<file path="config.mk">
export PLATFORM = sky130hd
export DESIGN_NAME = flashModeSeq
export DESIGN_NICKNAME = d
export VERILOG_FILES = /design/src/rtl/flashSeqPkg.sv /design/src/rtl/flashCtrlFsm.sv /design/src/rtl/flashDatapath.sv /design/src/rtl/flashModeSeq.sv
export SDC_FILE = /design/constraint.sdc
export NUM_CORES = 1
export LEC_CHECK = 0
export BUFFER_PORTS_ARGS = -buffer_cell sky130_fd_sc_hd__buf_4
export CAP_MARGIN = 0
export CORE_UTILIZATION = 25
export CTS_BUF_LIST = sky130_fd_sc_hd__clkbuf_8
export CTS_CLUSTER_DIAMETER = 120
export DETAILED_ROUTE_END_ITERATION = 6
export PLACE_DENSITY = 0.49
export SYNTH_ARGS = -nofsm -noshare
export SYNTH_HDL_FRONTEND = slang
export SYNTH_HIERARCHICAL = 1
export SYNTH_SLANG_ARGS = --single-unit
</file>
<file path="constraint.sdc">
create_clock -name clk -period 3.6 [get_ports clk]
set_clock_uncertainty 0.2 [all_clocks]
set_input_delay 0.72 -clock clk [delete_from_list [all_inputs] [get_ports clk]]
set_output_delay 0.72 -clock clk [all_outputs]
set_load 0.005 [all_outputs]
</file>
<file path="src/rtl/flashSeqPkg.sv">
package flashSeqPkg;
  typedef enum logic [2:0] {
    MODE_OFF      = 3'd0,
    MODE_TORCH    = 3'd1,
    MODE_CHARGE   = 3'd2,
    MODE_CHGTORCH = 3'd3,
    MODE_FLASH    = 3'd4
  } seqMode_e;

  typedef struct packed {
    logic flashStart;
    logic nextCharging;
    logic inTorchOnly;
    logic inChgTorch;
    logic inFlash;
  } seqStrobes_t;
endpackage

</file>
<file path="src/rtl/flashCtrlFsm.sv">
module flashCtrlFsm
  import flashSeqPkg::*;
(
  input  logic        clk,
  input  logic        rstN,
  input  logic        reqFlash,
  input  logic        reqCharge,
  input  logic        reqTorch,
  input  logic        hwTrig,
  input  logic [1:0]  chgSel,
  input  logic        gateOvr,
  input  logic        flashDone,
  input  logic        eocN,
  input  logic        blockFlash,
  output seqMode_e    curState,
  output seqStrobes_t strb,
  output logic        clrFlash,
  output logic        clrTorch
);
  seqMode_e stQ, stNext;
  logic haltQ, swFlashQ, optAtStartQ;
  logic optimalSel, effCharge, flashReq, flashOk, endNow;
  logic postCharge, postTorch;

  function automatic seqMode_e decodeMode(input logic c, input logic t);
    case ({c, t})
      2'b01:   return MODE_TORCH;
      2'b10:   return MODE_CHARGE;
      2'b11:   return MODE_CHGTORCH;
      default: return MODE_OFF;
    endcase
  endfunction

  assign optimalSel = (chgSel == 2'b00);
  assign effCharge  = reqCharge && !(haltQ && optimalSel);
  assign flashReq   = reqFlash || hwTrig;
  assign flashOk    = (gateOvr || !eocN) && !blockFlash;
  assign endNow     = (stQ == MODE_FLASH) && flashDone;
  assign postCharge = effCharge && !optAtStartQ;
  assign postTorch  = reqTorch && !swFlashQ;

  always_comb begin
    if (stQ == MODE_FLASH)
      stNext = flashDone ? decodeMode(postCharge, postTorch) : MODE_FLASH;
    else if (flashReq && flashOk)
      stNext = MODE_FLASH;
    else
      stNext = decodeMode(effCharge, reqTorch);
  end

  always_ff @(posedge clk or negedge rstN) begin
    if (!rstN) begin
      stQ         <= MODE_OFF;
      haltQ       <= 1'b0;
      swFlashQ    <= 1'b0;
      optAtStartQ <= 1'b0;
    end else begin
      stQ <= stNext;
      if (strb.flashStart) begin
        swFlashQ    <= reqFlash;
        optAtStartQ <= optimalSel;
      end
      if (endNow && optAtStartQ)
        haltQ <= 1'b1;
      else if (!reqCharge || !optimalSel)
        haltQ <= 1'b0;
    end
  end

  assign curState          = stQ;
  assign strb.flashStart   = (stQ != MODE_FLASH) && (stNext == MODE_FLASH);
  assign strb.nextCharging = (stNext == MODE_CHARGE) || (stNext == MODE_CHGTORCH);
  assign strb.inTorchOnly  = (stQ == MODE_TORCH);
  assign strb.inChgTorch   = (stQ == MODE_CHGTORCH);
  assign strb.inFlash      = (stQ == MODE_FLASH);
  assign clrFlash          = endNow && swFlashQ;
  assign clrTorch          = endNow && swFlashQ;

  // without override, no flash entry while end-of-charge is not flagged
  assert_gate_eoc_R2: assert property (@(posedge clk) disable iff (!rstN)
    (stQ != MODE_FLASH && !gateOvr && eocN) |=> (stQ != MODE_FLASH));
  // a blocking ambient region keeps the flash off
  assert_ambient_block_R8: assert property (@(posedge clk) disable iff (!rstN)
    (stQ != MODE_FLASH && blockFlash) |=> (stQ != MODE_FLASH));
  // clear pulses only leave the flash state
  assert_clear_in_flash_R3: assert property (@(posedge clk) disable iff (!rstN)
    (clrFlash || clrTorch) |=> (stQ != MODE_FLASH));
  // an optimal-mode flash never returns straight to charging
  assert_optimal_halt_R4: assert property (@(posedge clk) disable iff (!rstN)
    (endNow && optAtStartQ) |=> (stQ == MODE_OFF || stQ == MODE_TORCH));
endmodule

</file>
<file path="src/rtl/flashDatapath.sv">
module flashDatapath
  import flashSeqPkg::*;
#(
  parameter int SENSE_W = 6,
  parameter int LEVEL_W = 3,
  parameter int MID_CAP = 4
) (
  input  logic               clk,
  input  logic               rstN,
  input  seqStrobes_t        strb,
  input  logic [1:0]         chgSel,
  input  logic               capAboveMin,
  input  logic               capAtFixed,
  input  logic               capAtOptimal,
  input  logic               senseEn,
  input  logic [SENSE_W-1:0] senseCode,
  input  logic [SENSE_W-1:0] senseHigh,
  input  logic [SENSE_W-1:0] senseLow,
  input  logic [LEVEL_W-1:0] torchLevel,
  input  logic [LEVEL_W-1:0] flashLevel,
  output logic               eocN,
  output logic               blockFlash,
  output logic               torchOn,
  output logic [LEVEL_W-1:0] torchCode,
  output logic               flashOn,
  output logic [LEVEL_W-1:0] flashCode,
  output logic               clrT2
);
  localparam logic [LEVEL_W-1:0] CAP_CODE = LEVEL_W'(MID_CAP);
  localparam int                 MSB      = LEVEL_W - 1;

  logic levelReached, threshOk, regHigh, regMid;
  logic eocNQ, midQ, seenQ;

  assign levelReached = (chgSel == 2'b00) ? capAtOptimal : capAtFixed;
  assign threshOk     = senseEn && (senseHigh > senseLow);
  assign regHigh      = threshOk && (senseCode > senseHigh);
  assign regMid       = threshOk && (senseCode > senseLow) && !regHigh;
  assign blockFlash   = regHigh;

  always_ff @(posedge clk or negedge rstN) begin
    if (!rstN) begin
      eocNQ <= 1'b1;
      midQ  <= 1'b0;
      seenQ <= 1'b0;
    end else begin
      eocNQ <= !(strb.nextCharging && levelReached);
      if (strb.flashStart) midQ <= regMid;
      if (!strb.inChgTorch) seenQ <= 1'b0;
      else if (levelReached) seenQ <= 1'b1;
    end
  end

  assign eocN    = eocNQ;
  assign torchOn = (strb.inTorchOnly || strb.inChgTorch) && capAboveMin;

  always_comb begin
    if (!torchOn)                          torchCode = '0;
    else if (strb.inChgTorch && !levelReached) torchCode = '0;
    else                                   torchCode = torchLevel;
  end

  assign clrT2   = strb.inChgTorch && seenQ && !levelReached && torchLevel[MSB];
  assign flashOn = strb.inFlash;

  always_comb begin
    if (!strb.inFlash)                       flashCode = '0;
    else if (midQ && (flashLevel > CAP_CODE)) flashCode = CAP_CODE;
    else                                     flashCode = flashLevel;
  end

  // torch-only always reports not charged
  assert_eoc_torch_R5: assert property (@(posedge clk) disable iff (!rstN)
    strb.inTorchOnly |-> eocN);
  // torch current never enabled below the minimum capacitor level
  assert_torch_min_R6: assert property (@(posedge clk) disable iff (!rstN)
    torchOn |-> capAboveMin);
  // the MSB clear only fires on a droop below target
  assert_t2_droop_R7: assert property (@(posedge clk) disable iff (!rstN)
    clrT2 |-> (!levelReached && strb.inChgTorch));
  // a held mid region caps the flash code for the whole pulse
  assert_mid_cap_R10: assert property (@(posedge clk) disable iff (!rstN)
    (strb.inFlash && $past(strb.inFlash) && midQ) |-> (flashCode <= CAP_CODE));
endmodule

</file>
<file path="src/rtl/flashModeSeq.sv">
module flashModeSeq
  import flashSeqPkg::*;
#(
  parameter int SENSE_W = 6,
  parameter int LEVEL_W = 3,
  parameter int MID_CAP = 4
) (
  input  logic               clk,
  input  logic               rstN,
  input  logic               reqFlash,
  input  logic               reqCharge,
  input  logic               reqTorch,
  input  logic               hwTrig,
  input  logic [1:0]         chgSel,
  input  logic               gateOvr,
  input  logic               flashDone,
  input  logic               capAboveMin,
  input  logic               capAtFixed,
  input  logic               capAtOptimal,
  input  logic               senseEn,
  input  logic [SENSE_W-1:0] senseCode,
  input  logic [SENSE_W-1:0] senseHigh,
  input  logic [SENSE_W-1:0] senseLow,
  input  logic [LEVEL_W-1:0] torchLevel,
  input  logic [LEVEL_W-1:0] flashLevel,
  output logic [2:0]         state,
  output logic               eocN,
  output logic               torchOn,
  output logic [LEVEL_W-1:0] torchCode,
  output logic               flashOn,
  output logic [LEVEL_W-1:0] flashCode,
  output logic               clrFlash,
  output logic               clrTorch,
  output logic               clrT2
);
  seqMode_e    curState;
  seqStrobes_t strb;
  logic        blockFlash;

  flashCtrlFsm u_ctrl (
    .clk(clk), .rstN(rstN), .reqFlash(reqFlash), .reqCharge(reqCharge),
    .reqTorch(reqTorch), .hwTrig(hwTrig), .chgSel(chgSel), .gateOvr(gateOvr),
    .flashDone(flashDone), .eocN(eocN), .blockFlash(blockFlash),
    .curState(curState), .strb(strb), .clrFlash(clrFlash), .clrTorch(clrTorch)
  );

  flashDatapath #(.SENSE_W(SENSE_W), .LEVEL_W(LEVEL_W), .MID_CAP(MID_CAP)) u_dp (
    .clk(clk), .rstN(rstN), .strb(strb), .chgSel(chgSel),
    .capAboveMin(capAboveMin), .capAtFixed(capAtFixed), .capAtOptimal(capAtOptimal),
    .senseEn(senseEn), .senseCode(senseCode), .senseHigh(senseHigh),
    .senseLow(senseLow), .torchLevel(torchLevel), .flashLevel(flashLevel),
    .eocN(eocN), .blockFlash(blockFlash), .torchOn(torchOn), .torchCode(torchCode),
    .flashOn(flashOn), .flashCode(flashCode), .clrT2(clrT2)
  );

  assign state = curState;
endmodule

</file>
Yosys cells after proc, flatten, opt, wreduce, memory -nomap -nowiden
Cells that the tools add are included.
{"block": "totals", "regBits": 9, "latchBits": 0, "ram_bits": 0, "rom_bits": 0, "inputBits": 38, "output_inout_bits": 15, "wordCells": 76, "n_memories": 0}
{"block": "classes", "addsub": 0, "n_mul": 0, "div": 0, "n_lt_le_gt_ge": 4, "n_eq_ne": 14, "shift": 0, "n_mux": 14, "bitwise_logic": 0, "reduce_logical": 37}
{"operator": "$logic_and A1 B1 Y1", "n": 21}
{"operator": "$mux W3", "n": 7}
{"operator": "$gt A6 B6 Y1", "n": 3}
{"operator": "$pmux W2 S3", "n": 2}
{"operator": "$eq A3 B2 Y1 const B", "n": 3}
{"operator": "$logic_not A1 Y1", "n": 9}
{"operator": "$eq A2 B2 Y1 const B", "n": 4}
{"operator": "$eq A3 B3 Y1 const B", "n": 2}
{"operator": "$logic_or A1 B1 Y1", "n": 5}
{"operator": "$mux W1", "n": 5}
{"operator": "$eq A2 B1 Y1 const B", "n": 2}
{"operator": "$eq A3 B1 Y1 const B", "n": 1}
{"operator": "$gt A3 B3 Y1 const B", "n": 1}
{"operator": "$ne A3 B3 Y1 const B", "n": 1}
{"operator": "$logic_not A2 Y1", "n": 1}
{"operator": "$ne A2 B2 Y1 const B", "n": 1}
{"operator": "$reduce_bool A2 Y1", "n": 1}

Longest topological paths before layout
{"block": "depth", "word_depth": 13, "mapped_depth": 9, "ltp_nobuf": 9}

Cells and area by module
The synthesis kept the hierarchy.
{"module": "flashDatapath", "instances": 1, "cells_per_inst": 79, "area_each_um2": 641.9, "seq_area_each_um2": 76.3}
{"module": "flashCtrlFsm", "instances": 1, "cells_per_inst": 31, "area_each_um2": 354.1, "seq_area_each_um2": 150.1}

Worst setup path before layout
OpenSTA, ideal clock, no wires.
{"block": "synth_path", "kind": "input-to-reg", "from": "input port senseLow[4]", "to": "register u_ctrl.swFlashQ", "setup_time_ns": 0.125, "arrival_time_ns": 2.426, "t_required_ns": 3.275, "setup_slack_ns": 0.849, "path_stages": 8, "n_path_buf": 0, "path_cell_list": "inv_1 > ha_1 > a21oi_1 > a21boi_0 > o31ai_1 > nor2b_1 > nor4_4 > mux2_2"}
{"element": "start: declaration", "line": "flashModeSeq.sv:23", "source": "input logic [SENSE_W-1:0] senseLow,"}
{"element": "end signal: assignment", "line": "flashCtrlFsm.sv:60", "source": "swFlashQ <= reqFlash;"}
{"element": "end: declaration", "line": "flashCtrlFsm.sv:21", "source": "logic haltQ, swFlashQ, optAtStartQ;"}

==> impl_metrics.yaml <==
detailed_routing:
  vias_per_cell: 4.69
  wirelength_um: 2600
  ant_nets: 0
  drc: 0
  vias: 994
  drt-pass1-iter-count: 4
  wl_per_cell_um: 12.3
  drt_iter0_drc: 49
global_routing:
  antenna_found_initial: 0
  grt_overflow: 0
  grt_max_degree: 10
  grt.total_usage_pct: 12.6
  grt_pass1_wl_um: 4220
  grt_pass1_vias: 1021
sta:
  min_period_ns: 2.85
  relSlewSlack_pct: 70.8
  finalCritPeriodShare_pct: 79.2
  final-hold-violation-count: 0
  fin_tns_setup_ns: 0
  rsz0062_at_grt: "false"
  worst_slew_pin_slew_ns: 0.434
  drv_slew: 0
  clock.fmax_mhz: 351
  finalSetupViolCount: 0
layout:
  antenna_cells: 0
  final_net_count: 221
  drive_gt1_share_pct: 40.9
  nFillCells: 387
  final_core_util_pct: 39.4
  post-route-cell-area_sq_um: 1480
  syn_to_final_growth_pct: 48.2
die:
  coreArea_sq_um: 3740
  die-area_sq_um: 4240
  rows: 22
  die_h_um: 65.1
  die_x_um: 65.1
  ioPinCount: 53
  start_util_pct: 26.6
power_and_ir_drop:
  ir_worst_vdd_uv: 127
  static-leakage-power_nw: 0.812
  power_density_nw_per_um2: 293
clock_network:
  numCtsBuffers: 3
  cts_buffer_depth: 2
  cts_tree: "yes"
  root_buffer: "clkbuf_8"
  clk_latency_ns: 0.23
  ctsHoldBuffers: 0
  postCtsResizedCells: 0
  post-cts-setup-buffers: 0
  clk_pin_slew_ns: 0.04
  htree_levels: 1
  clock-sinks: 9
synth:
  synth.top_cell.area_share_pct: 22.6
  synth_edf_count: 0
  synth_area_leaders: "ha_1, dfrtp_1, inv_1"
  ys_seq_area_share_pct: 22.7
  synthFlopType: "dfrtp_1"
  synthesis.area_sq_um: 996
  synth_top_cell_by_area: "ha_1"
  avgSynthCellArea_sq_um: 9.05
  synth_seq_cells: 9
  yosys.cell_count.top_type: "ha_1"
  ys_async_sr_fraction_pct: 100
  synth_nets: 166
  synthCells: 110
  synth_cell_types: 36
  synth_common_cells: "ha_1, inv_1, dfrtp_1, nand2_1, a21oi_1"
  ys_warn_count: 6
placement:
  place_area_sq_um: 1430
  hpwl_um: 2290
  portBuffers: 52
  place_congestion: 0.757
critical_path:
  crit_path_start_kind: "input pin"
  crit_required_ns: 3.51
  critPathKind: "in -> reg"
  cp-end-kind: "register"
  rr_worst_depth: 3
  worst_ep_arrival_time_ns: 2.76
  cp_max_fo: 5
hold_path:
  hold_class: "in -> async"
outcome:
  status: "completed"
job:
  max_cap_viol_count: 0
==> through the flow <==
step / power (mW) / setup slack [ns] / hold slack, ns / cells
finish: 0.433 / 0.747 / 0.111 / 212
global placement: 0.320 / 0.584 / 0.276 / 208
floorplan: 0.237 / 0.849 / 0.224 / 110
CTS: 0.442 / 0.748 / 0.107 / 212
detailed placement: 0.324 / 0.503 / 0.281 / 208
global route: 0.467 / 0.541 / 0.114 / 212
==> area by class of cell <==
cell class / count / area [sq um] / share of cell area (%)
Sequential cell: 9 / 226 / 15.3
Multi-Input combinational cell: 84 / 698 / 47.3
Clock buffer: 3 / 41.3 / 2.80
Timing Repair Buffer: 52 / 390 / 26.4
Clock inverter: 1 / 3.75 / 0.254
Inverter: 15 / 56.3 / 3.81
Tap cell: 48 / 60.1 / 4.07
==> where the power goes <==
| group | total, mW | switching, mW | internal, mW | leakage (nW) |
|---|---|---|---|---|
| clock network | 0.111 | 0.0373 | 0.0740 | 0.0269 |
| logic | 0.184 | 0.0758 | 0.109 | 0.671 |
| registers | 0.138 | 0.0185 | 0.119 | 0.115 |
| total | 0.433 | 0.132 | 0.302 | 0.812 |
==> cell families (layout without fill, tap and decap cells) <==
family | count (synthesis) | after routing | synth area share [%]
DFF | 9 | 9 | 22.7
and+or+nand+nor | 39 | 39 | 25.8
muxes | 4 | 4 | 4.40
buffers and inverters | 17 | 71 | 7.16
adders and majority gates | 18 | 18 | 22.6
AOI/OAI and AO/OA | 23 | 23 | 17.3
==> sequential cells by signal, summed over array words and instances, names as in the netlist <==
signal	flops
u_dp/seenQ	1
u_ctrl/curState	3
u_dp/eocN	1
u_ctrl/swFlashQ	1
u_ctrl/optAtStartQ	1
u_dp/midQ	1
u_ctrl/haltQ	1
==> cells in the final DEF, fill, tap and decap left out, types with 2 or more instances in the layout <==
cell      synthesis  routed
a21boi_0          2       2
a21oi_1           6       6
and2_1            4       4
and3_1            3       3
and4_1            2       2
buf_4             2      52
clkbuf_8          0       3
dfrtp_1           8       8
ha_1             18      18
inv_1            15      16
mux2_2            3       3
nand2_1           7       7
nand3_1           4       4
nand4_1           2       2
nor2_1            5       5
nor2b_1           3       3
o211a_1           2       2
o21a_1            4       4
o21ai_0           2       2
==> routing by layer <==
metal,vias up,track usage [%],routed length [um]
met4,0,3.26,0
met3,0,2.60,164
met1,457,14.3,1120
met5,-,0,0
li1,503,-,-
met2,34,23.8,1310
==> worst paths after layout <==
check / startpoint / end / slack (ns)
min: rstN / u_ctrl/curState[2]$_DFF_PN0_ / 0.11
min reg2reg: u_dp/seenQ$_DFFE_PN0N_ / u_dp/seenQ$_DFFE_PN0N_ / 0.30
max: senseHigh[4] / u_ctrl/swFlashQ$_DFFE_PN0P_ / 0.75
min in group clk: u_dp/seenQ$_DFFE_PN0N_ / u_dp/seenQ$_DFFE_PN0N_ / 0.30
max in group asynchronous: rstN / u_dp/eocN$_DFF_PN1_ / 2.87
max reg2reg: u_ctrl/curState[2]$_DFF_PN0_ / u_ctrl/swFlashQ$_DFFE_PN0P_ / 1.88
==> critical path, cell delays in order <==
cell	delay, ns
buf_4	0.11
ha_1	0.32
a21oi_1	0.14
a21boi_0	0.09
o31ai_1	0.42
nor2b_1	0.17
nor4_4	0.42
mux2_2	0.38
Note: power is estimated with default switching activity, not from simulation.
